[src/rtl/rxd_pkg.sv]
// Shared definitions for the receive buffer ring manager: controller states
// and bit positions inside the two descriptor words.
package rxd_pkg;

    localparam int DATA_W   = 32;
    localparam int OWN_BIT  = 0;   // word 0: 1 = buffer held by software
    localparam int WRAP_BIT = 1;   // word 0: last descriptor of the ring
    localparam int LEN_W    = 13;  // word 1: byte count field width
    localparam int SOF_BIT  = 14;  // word 1: first buffer of the frame
    localparam int EOF_BIT  = 15;  // word 1: last buffer of the frame

    typedef enum logic [2:0] {
        ST_IDLE,   // waiting for a frame start
        ST_FETCH,  // reading descriptor word 0
        ST_RECV,   // taking bytes into the word packer
        ST_WDATA,  // writing one packed data word
        ST_WLEN,   // writing descriptor word 1
        ST_WOWN,   // writing descriptor word 0 with ownership set
        ST_DROP    // discarding the rest of a frame
    } rx_state_e;

endpackage

[src/rtl/rxd_word_pack.sv]
// Byte-to-word packer. It collects bytes little-endian into one 32-bit word.
// Assumes the controller loads one byte per cycle at the lane it selects and
// flushes the word once it has been written to memory, so unused lanes read
// as zero.
module rxd_word_pack
    import rxd_pkg::*;
(
    input  logic              clk,
    input  logic              rst_n,
    input  logic              load,
    input  logic [1:0]        lane,
    input  logic [7:0]        byte_in,
    input  logic              flush,
    output logic [DATA_W-1:0] word
);

    // Place the byte in its lane, or clear the word after a write.
    always_ff @(posedge clk) begin
        if (!rst_n) begin
            word <= '0;
        end else if (flush) begin
            word <= '0;
        end else if (load) begin
            word[lane*8 +: 8] <= byte_in;
        end
    end

endmodule

[src/rtl/rxd_ring_ptr.sv]
// Descriptor ring pointer. It loads the base address during reset and steps
// by one descriptor (8 bytes) or back to the base when told to advance.
// Assumes base_addr is 8-byte aligned and steady while reset is applied.
module rxd_ring_ptr #(
    parameter int ADDR_W = 32
) (
    input  logic              clk,
    input  logic              rst_n,
    input  logic [ADDR_W-1:0] base_addr,
    input  logic              advance,
    input  logic              wrap,
    output logic [ADDR_W-1:0] ptr
);

    localparam logic [ADDR_W-1:0] DESC_STEP = ADDR_W'(8);

    // Hold, step or wrap the pointer; nothing else moves it.
    always_ff @(posedge clk) begin
        if (!rst_n) begin
            ptr <= base_addr;
        end else if (advance) begin
            ptr <= wrap ? base_addr : ptr + DESC_STEP;
        end
    end

endmodule

[src/rtl/rxd_nobuf_stat.sv]
// Buffer-not-available status. It keeps a sticky flag that is cleared by
// writing one, and a saturating event counter. Assumes evt is a one-cycle
// pulse for each event; a set in the same cycle as a clear wins.
module rxd_nobuf_stat #(
    parameter int CNT_W = 16
) (
    input  logic             clk,
    input  logic             rst_n,
    input  logic             evt,
    input  logic             clr,
    output logic             flag,
    output logic [CNT_W-1:0] cnt
);

    localparam logic [CNT_W-1:0] CNT_MAX = {CNT_W{1'b1}};

    // Sticky flag: set on event, cleared on a write of one.
    always_ff @(posedge clk) begin
        if (!rst_n) begin
            flag <= 1'b0;
        end else if (evt) begin
            flag <= 1'b1;
        end else if (clr) begin
            flag <= 1'b0;
        end
    end

    // Event counter that stops at its maximum value.
    always_ff @(posedge clk) begin
        if (!rst_n) begin
            cnt <= '0;
        end else if (evt && cnt != CNT_MAX) begin
            cnt <= cnt + 1'b1;
        end
    end

    // the flag only drops on a clear request
    a_r6_sticky_flag: assert property (@(posedge clk) disable iff (!rst_n)
        (flag && !clr) |=> flag);

    // a full counter never wraps
    a_r7_cnt_saturates: assert property (@(posedge clk) disable iff (!rst_n)
        (cnt == CNT_MAX) |=> (cnt == CNT_MAX));

endmodule

[src/rtl/rxd_ring_mgr.sv]
// Receive buffer ring manager, top level. It fetches a descriptor at each
// frame start and whenever a buffer fills, stores bytes into the buffer,
// writes back length/status and ownership, and flags owned descriptors.
// Assumes the memory port acknowledges each request with a one-cycle pulse,
// with read data valid in that cycle, and that the request stays high until
// then.
module rxd_ring_mgr
    import rxd_pkg::*;
#(
    parameter int ADDR_W    = 32,
    parameter int BUF_BYTES = 128,
    parameter int CNT_W     = 16
) (
    input  logic              clk,
    input  logic              rst_n,
    input  logic              rx_en,
    input  logic [ADDR_W-1:0] base_addr,
    input  logic              in_valid,
    input  logic [7:0]        in_data,
    input  logic              in_sof,
    input  logic              in_eof,
    output logic              in_ready,
    output logic              mem_req,
    output logic              mem_we,
    output logic [ADDR_W-1:0] mem_addr,
    output logic [DATA_W-1:0] mem_wdata,
    input  logic [DATA_W-1:0] mem_rdata,
    input  logic              mem_ack,
    input  logic              nobuf_clr,
    output logic              nobuf_flag,
    output logic              irq,
    output logic [CNT_W-1:0]  res_err_cnt
);

    localparam int              BC_W      = $clog2(BUF_BYTES) + 1;
    localparam logic [BC_W-1:0] BC_FULL   = BC_W'(BUF_BYTES);
    localparam logic [BC_W-1:0] BC_ALIGN  = ~BC_W'(3);
    localparam logic [ADDR_W-1:0] A_ALIGN = ~ADDR_W'(3);

    rx_state_e         state;
    logic [BC_W-1:0]   bcnt;      // bytes stored in the current buffer
    logic [BC_W-1:0]   wr_off;    // offset of the last byte taken
    logic [DATA_W-1:0] w0_q;      // descriptor word 0 as read
    logic              sof_q;     // current buffer starts the frame
    logic              eof_q;     // frame end byte has been taken

    logic              accept;
    logic              nobuf_evt;
    logic              ptr_adv;
    logic              flush;
    logic [ADDR_W-1:0] ptr;
    logic [DATA_W-1:0] packed_word;
    logic [ADDR_W-1:0] buf_base;

    assign in_ready  = (state == ST_RECV) || (state == ST_DROP);
    assign accept    = (state == ST_RECV) && in_valid;
    assign nobuf_evt = (state == ST_FETCH) && mem_ack && mem_rdata[OWN_BIT];
    assign ptr_adv   = (state == ST_WOWN) && mem_ack;
    assign flush     = (state == ST_WDATA) && mem_ack;
    assign buf_base  = w0_q[ADDR_W-1:0] & A_ALIGN;
    assign irq       = nobuf_flag;

    rxd_word_pack u_pack (
        .clk     (clk),
        .rst_n   (rst_n),
        .load    (accept),
        .lane    (bcnt[1:0]),
        .byte_in (in_data),
        .flush   (flush),
        .word    (packed_word)
    );

    rxd_ring_ptr #(.ADDR_W(ADDR_W)) u_ptr (
        .clk       (clk),
        .rst_n     (rst_n),
        .base_addr (base_addr),
        .advance   (ptr_adv),
        .wrap      (w0_q[WRAP_BIT]),
        .ptr       (ptr)
    );

    rxd_nobuf_stat #(.CNT_W(CNT_W)) u_stat (
        .clk   (clk),
        .rst_n (rst_n),
        .evt   (nobuf_evt),
        .clr   (nobuf_clr),
        .flag  (nobuf_flag),
        .cnt   (res_err_cnt)
    );

    // Frame and buffer sequencing.
    always_ff @(posedge clk) begin
        if (!rst_n) begin
            state  <= ST_IDLE;
            bcnt   <= '0;
            wr_off <= '0;
            w0_q   <= '0;
            sof_q  <= 1'b0;
            eof_q  <= 1'b0;
        end else begin
            unique case (state)
                ST_IDLE: begin
                    if (rx_en && in_valid && in_sof) begin
                        state <= ST_FETCH;
                        sof_q <= 1'b1;
                        eof_q <= 1'b0;
                    end
                end
                ST_FETCH: begin
                    if (mem_ack) begin
                        if (mem_rdata[OWN_BIT]) begin
                            state <= ST_DROP;
                        end else begin
                            w0_q  <= mem_rdata;
                            bcnt  <= '0;
                            state <= ST_RECV;
                        end
                    end
                end
                ST_RECV: begin
                    if (accept) begin
                        bcnt   <= bcnt + 1'b1;
                        wr_off <= bcnt;
                        eof_q  <= in_eof;
                        if (bcnt[1:0] == 2'd3 || in_eof) begin
                            state <= ST_WDATA;
                        end
                    end
                end
                ST_WDATA: begin
                    if (mem_ack) begin
                        state <= (eof_q || bcnt == BC_FULL) ? ST_WLEN : ST_RECV;
                    end
                end
                ST_WLEN: begin
                    if (mem_ack) begin
                        state <= ST_WOWN;
                    end
                end
                ST_WOWN: begin
                    if (mem_ack) begin
                        sof_q <= 1'b0;
                        state <= eof_q ? ST_IDLE : ST_FETCH;
                    end
                end
                ST_DROP: begin
                    if (in_valid && in_eof) begin
                        state <= ST_IDLE;
                    end
                end
                default: state <= ST_IDLE;
            endcase
        end
    end

    // Memory request for the current state.
    always_comb begin
        mem_req   = 1'b0;
        mem_we    = 1'b0;
        mem_addr  = '0;
        mem_wdata = '0;
        unique case (state)
            ST_FETCH: begin
                mem_req  = 1'b1;
                mem_addr = ptr;
            end
            ST_WDATA: begin
                mem_req   = 1'b1;
                mem_we    = 1'b1;
                mem_addr  = buf_base + ADDR_W'(wr_off & BC_ALIGN);
                mem_wdata = packed_word;
            end
            ST_WLEN: begin
                mem_req                = 1'b1;
                mem_we                 = 1'b1;
                mem_addr               = ptr + ADDR_W'(4);
                mem_wdata[LEN_W-1:0]   = LEN_W'(bcnt);
                mem_wdata[SOF_BIT]     = sof_q;
                mem_wdata[EOF_BIT]     = eof_q;
            end
            ST_WOWN: begin
                mem_req            = 1'b1;
                mem_we             = 1'b1;
                mem_addr           = ptr;
                mem_wdata          = w0_q;
                mem_wdata[OWN_BIT] = 1'b1;
            end
            default: ;
        endcase
    end

    // the interrupt rises only after an owned descriptor was read
    a_r6_irq_cause: assert property (@(posedge clk) disable iff (!rst_n)
        $rose(irq) |-> $past(state == ST_FETCH && mem_ack && mem_rdata[OWN_BIT]));

    // a buffer never takes more than its size
    a_r4_buf_bound: assert property (@(posedge clk) disable iff (!rst_n)
        bcnt <= BC_FULL);

    // discarding a frame touches no memory
    a_r8_drop_quiet: assert property (@(posedge clk) disable iff (!rst_n)
        (state == ST_DROP) |-> !mem_req);

    // with receive off, an idle block stays idle and silent
    a_r9_off_idle: assert property (@(posedge clk) disable iff (!rst_n)
        (!rx_en && state == ST_IDLE) |=> (state == ST_IDLE && !mem_req));

endmodule

[config.mk]
export PLATFORM = sky130hd
export DESIGN_NAME = rxd_ring_mgr
export DESIGN_NICKNAME = d
export VERILOG_FILES = /design/src/rtl/rxd_pkg.sv /design/src/rtl/rxd_word_pack.sv /design/src/rtl/rxd_ring_ptr.sv /design/src/rtl/rxd_nobuf_stat.sv /design/src/rtl/rxd_ring_mgr.sv
export SDC_FILE = /design/constraint.sdc
export NUM_CORES = 1
export LEC_CHECK = 0
export BUFFER_PORTS_ARGS = -buffer_cell sky130_fd_sc_hd__buf_2
export CAP_MARGIN = 10
export CORE_AREA = 2 2 126 115
export DETAILED_ROUTE_END_ITERATION = 16
export DIE_AREA = 0 0 128 117
export PLACE_DENSITY = 0.85
export SYNTH_ARGS = -nofsm -noshare
export SYNTH_HDL_FRONTEND = slang
export SYNTH_SLANG_ARGS = --single-unit
export TNS_END_PERCENT = 100
[constraint.sdc]
create_clock -name clk -period 6.6 [get_ports clk]
set_input_delay 1.65 -clock clk [delete_from_list [all_inputs] [get_ports clk]]
set_output_delay 1.65 -clock clk [all_outputs]
set_load 0.05 [all_outputs]
# After elaboration in Yosys (flattened, before gate mapping)

Index checks and enable logic that the tools add are counted.

Multipliers: 0
Eq/ne operators: 19
Order comparisons: 0
Reductions and logical operators: 27
Divide/modulo/power cells: 0
Shift-type cells: 2
Bitwise gates (word level): 2
$add $sub $neg: 6
Multiplexer cells: 35

Operators with widths:

| cell                    | number |
|---|---|
| $mux 32                 | 3 |
| $pmux 32 s3             | 1 |
| $pmux 13 s3             | 1 |
| $neg 5->34              | 1 |
| $shift 8x34->32 const A | 1 |
| $shiftx 8x34->32        | 1 |
| $add 32x3->32 const B   | 1 |
| $add 32x4->32 const B   | 1 |
| $add 32x8->32           | 1 |
| $bwmux 32               | 1 |
| $pmux 16 s2             | 1 |
| $mux 3                  | 10 |
| $mux 8                  | 3 |
| $pmux 3 s7              | 1 |
| $add 16x1->16 const B   | 1 |
| $ne 16x16->1 const B    | 1 |
| $pmux 8 s2              | 1 |
| $ne 2x2->1 const B      | 7 |
| $eq 3x3->1 const B      | 3 |
| $logic_and 1x1->1       | 9 |
| $mux 1                  | 9 |
| $reduce_and 3->1        | 3 |
| $add 8x1->8 const B     | 1 |
| $eq 8x8->1 const B      | 1 |
| other kinds (16)        | 28 |

Word-level logic and storage cells: 101
Output and inout bits: 85
Memory bits (read-only): 0
Register bits: 133
Memories: 0
Bits of input ports: 80
Bits in latches: 0
RAM bits: 0

# Logic depth before layout (Yosys ltp)

Depth in word-level cells: 5
Gate-level depth with buffers: 8
Depth with buffers taken out: 7

# Cells and area by module

From an unflattened synthesis, not the netlist that was laid out.

Cells, all modules: 1045
Area total of the unflattened synthesis: 8578.2 µm²

Modules (own cells, without submodules):

| module         | sequential area each (µm²) | cells each | area each (µm²) | instances |
|---|---|---|---|---|
| rxd_ring_mgr   | 1001.0                     | 615        | 4525.6          | 1 |
| rxd_ring_ptr   | 960.9                      | 195        | 1903.1          | 1 |
| rxd_word_pack  | 640.6                      | 139        | 1302.5          | 1 |
| rxd_nobuf_stat | 340.3                      | 96         | 847.1           | 1 |

# Worst setup path before layout

OpenSTA, ideal clock, no wires.

Kind: register to output
From: register wr_off[2]
To: output port mem_addr[12]
Data arrival time: 2.798 ns
Stages on the path, launching flop included: 9
Path slack: 2.152 ns
Data required time: 4.950 ns
Path through: dfxtp_1 -> ha_1 -> fa_1 -> a21oi_1 -> o22a_1 -> buf_2 -> nor3b_1 -> xnor2_1 -> o21ai_0

Cells in the longest elaborated chain, start to end: 2

RTL lines:

| what                     | line                | source |
|---|---|---|
| start: declaration       | rxd_ring_mgr.sv:42  | `logic [BC_W-1:0] wr_off;` |
| start signal: assignment | rxd_ring_mgr.sv:123 | `wr_off <= bcnt;` |
| $add 32x8->32            | rxd_ring_mgr.sv:170 | `mem_addr = buf_base + ADDR_W'(wr_off & BC_ALIGN);` |
| $pmux 32 s3              | rxd_ring_mgr.sv:162 | `unique case (state)` |
| end: declaration         | rxd_ring_mgr.sv:25  | `output logic [ADDR_W-1:0] mem_addr,` |

Every way passes these cells.

# Worst setup path in the final report

From: register state[1]
To: output port mem_addr[10]

Cells in the longest elaborated chain, start to end: 3
Elaborated cells on any way between the ends: 6
Classes of those cells: 4 x eq/ne; 1 x mux; 1 x reduce/logical

RTL lines:

| what                                     | line                | source |
|---|---|---|
| start: declaration                       | rxd_ring_mgr.sv:40  | `rx_state_e state;` |
| start signal: assignment                 | rxd_ring_mgr.sv:132 | `state <= (eof_q \|\| bcnt == BC_FULL) ? ST_WLEN : ST_RECV;` |
| start signal: assignment                 | rxd_ring_mgr.sv:143 | `state <= eof_q ? ST_IDLE : ST_FETCH;` |
| $eq 3x1->1 or $eq 3x3->1 (tied branches) | rxd_ring_mgr.sv:162 |  |
| $reduce_or 2->1 (no source line)         | n/a                 |  |
| $pmux 32 s3 *                            | rxd_ring_mgr.sv:162 |  |

Mark *: on every way between the ends. The rest lies on a longest branch, timed or not.

==> results.ini <==
[yosys]
synthTopCellsByArea=dfxtp_1, edfxtp_1, nand2_1, a21oi_1, o21ai_0
synth_area_um2=8048
synth_xor_area_share_pct=7.618
yosysWarnings=0
synth_top_area_share_pct=24.63
synthArstFlopShare_pct=0
synth_ff_type=dfxtp_1
synth_cells=1013
synth-compound-area-share_pct=20.49
synthMuxAreaShare_pct=1.508
synth_top_family_by_area=simple AND/OR/NAND/NOR gates
yosys.area_share.simple_pct=27.16
post-synth-top-count-cell=nand2_1
synth_fp_nets=1109
synthAdderAreaFrac_pct=2.581
synth_area_per_cell_um2=7.944
synthTopCellsByCount=nand2_1, dfxtp_1, a21oi_1
synth_edf_count=32
ys_types=67
synth_top_area_cell=dfxtp_1
ys_seq_area_share_pct=36.57
ys_ff_latch=131

[floorplan]
fp.coreArea_um2=13750
row_count=41
floorplan.initialDensity_pct=58.54
die_area_um2=14980
fp.dieH_um=117
die_x_um=128
io-pin-count=165

[setup_path]
crit_arrival_ns=3.87
end_kind=output port
critPathKind=reg -> out
critical_path.max_fanout=25
worstPathRequired_ns=4.95
cp-start-kind=register

[global_route]
antenna_found_initial=2
grt_pass1_vias=7554
grt_pass1_wl_mm=39.83
grt_util_all_layers_pct=34.10
gr-total-overflow=0
grt_max_degree=62

[layout]
area_growth_pct=17.58
fill_cells=1175
layout-drive-gt1-share_pct=19.79
diodes=0
layout.nets=1230

[run_status]
status=finished clean

[route]
via_count=8360
first_pass_iters=6
drt_drc_violations_left=0
ant_nets=0
viasPerCell=6.338
wl_mm=25.10
wire_per_inst_um=19.03
drt_iter0_drc=1122

[cts]
post-cts-setup-buffers=0
cts_tree=built
clk_latency_ns=0.44
cts.htree.levels=4
cts_hold_buf=0
numClockSinks=131
cts_buffer_depth=2
cts_buffers=17
clkTransAtPathRegs_ns=0.06
root_buffer=clkbuf_16
ctsResizeCount=0

[sta]
worst_pin_slew_ns=1.036
setup_viol=0
max_freq_mhz=181.0
setup_tns_ns=0
slew_viol_final=0
period_needed_ns=5.523
rsz0062_at_grt=no
slew_headroom_pct=30.74
fin_skew_ns=0.009069
period_share_pct=83.69
hold_viol_final=0

[placement]
dp_hpwl_mm=17.66
port_buffers=164
globalplace.congestion=0.9601

[power_and_ir_drop]
p_total_mw=2.567
peakVddDrop_uv=235.4
p_per_area_nw_per_um2=271.3
cellLeakagePower_nw=3.554

[worst_hold_path]
hold_class=reg -> reg

[run]
drv_cap=0

==> path summary, 6_finish.rpt <==
kind | end | cells past startpoint | slack (ns) | startpoint
setup reg to reg | u_pack.word[16] | 5 | 2.81 | state[1]
setup / recovery | mem_addr[10] | 4 | 1.08 | state[1]
hold / removal | u_pack.word[15] | 2 | 0.46 | u_pack.word[15]
hold reg to reg | u_pack.word[15] | 2 | 0.46 | u_pack.word[15]
==> sequential cells by signal, summed over array words and instances, names as in the netlist <==
name,count
sof_q,1
state,3
w0_q,31
u_stat.flag,1
eof_q,1
bcnt,8
wr_off,6
u_pack.word,32
u_ptr.ptr,32
u_stat.cnt,16
==> cells in the final DEF (no fill, tap or decap), types with 9 or more instances in the layout <==
| master | instances |
|---|---|
| a31oi_1 | 10 |
| mux2i_1 | 11 |
| o211ai_1 | 9 |
| a21oi_1 | 95 |
| ha_1 | 15 |
| a22o_1 | 22 |
| nor3_1 | 19 |
| and2_1 | 18 |
| xor2_1 | 35 |
| nor2_1 | 57 |
| inv_1 | 11 |
| nand4_1 | 22 |
| xnor2_1 | 35 |
| dfxtp_1 | 99 |
| a22oi_1 | 9 |
| buf_2 | 164 |
| o21ai_0 | 70 |
| o221ai_1 | 15 |
| and3_1 | 14 |
| nand2_1 | 171 |
| clkbuf_16 | 18 |
| edfxtp_1 | 32 |
| nand3_1 | 65 |
==> layer usage <==
| metal | share of wire (%) | global-route usage, % | wire length (µm) |
|---|---|---|---|
| met1 | 41 | 46.16 | 10410 |
| met2 | 43 | 51.48 | 10810 |
| met3 | 13 | 10.18 | 3167 |
| met4 | 2.8 | 13.77 | 692 |
| met5 | 0.068 | 0 | 17 |
==> final cells by class <==
type	count	area (µm²)	share of cell area, %
multi-input cells	801	4796	50.68
flip-flops and latches	131	2943	31.10
repair buffers	172	880.8	9.308
clock buffers	20	467.9	4.945
well taps	172	215.2	2.274
clock inverters	12	118.9	1.256
inverters	11	41.29	0.4363
==> kinds of logic after synthesis <==
group,Yosys count
and+or+nand+nor,436
AOI/OAI and AO/OA,267
DFF,131
buffers and inverters,81
adders and majority gates,16
xor gates and xnor gates,70
muxes,12
==> report_power, final <==
| part | total, mW | switching (mW) | internal [mW] |
|---|---|---|---|
| sequential | 0.963 | 0.0950 | 0.868 |
| combinational | 0.657 | 0.476 | 0.182 |
| clock | 0.947 | 0.391 | 0.555 |
| total | 2.57 | 0.962 | 1.61 |
==> critical path: stages (launching register included) <==
cell and delay (ns):
dfxtp_1 0.88, nor2b_1 0.89, nand2_1 0.81, o221ai_1 0.51, buf_2 0.34
==> through the flow <==
step	util, %	std cells	setup slack (ns)	hold slack [ns]	area (µm²)
3_5_place_dp	64.56	1287	1.724	0.4473	8876
4_1_cts	68.83	1319	1.251	0.4554	9463
2_1_floorplan	-	1013	2.152	0.4322	8048
6_report	68.83	1319	1.077	0.4579	9463
3_3_place_gp	64.56	1287	1.831	0.4399	8876
5_1_grt	68.83	1319	0.8912	0.4785	9463
Note: power is estimated with default switching activity, not from simulation.
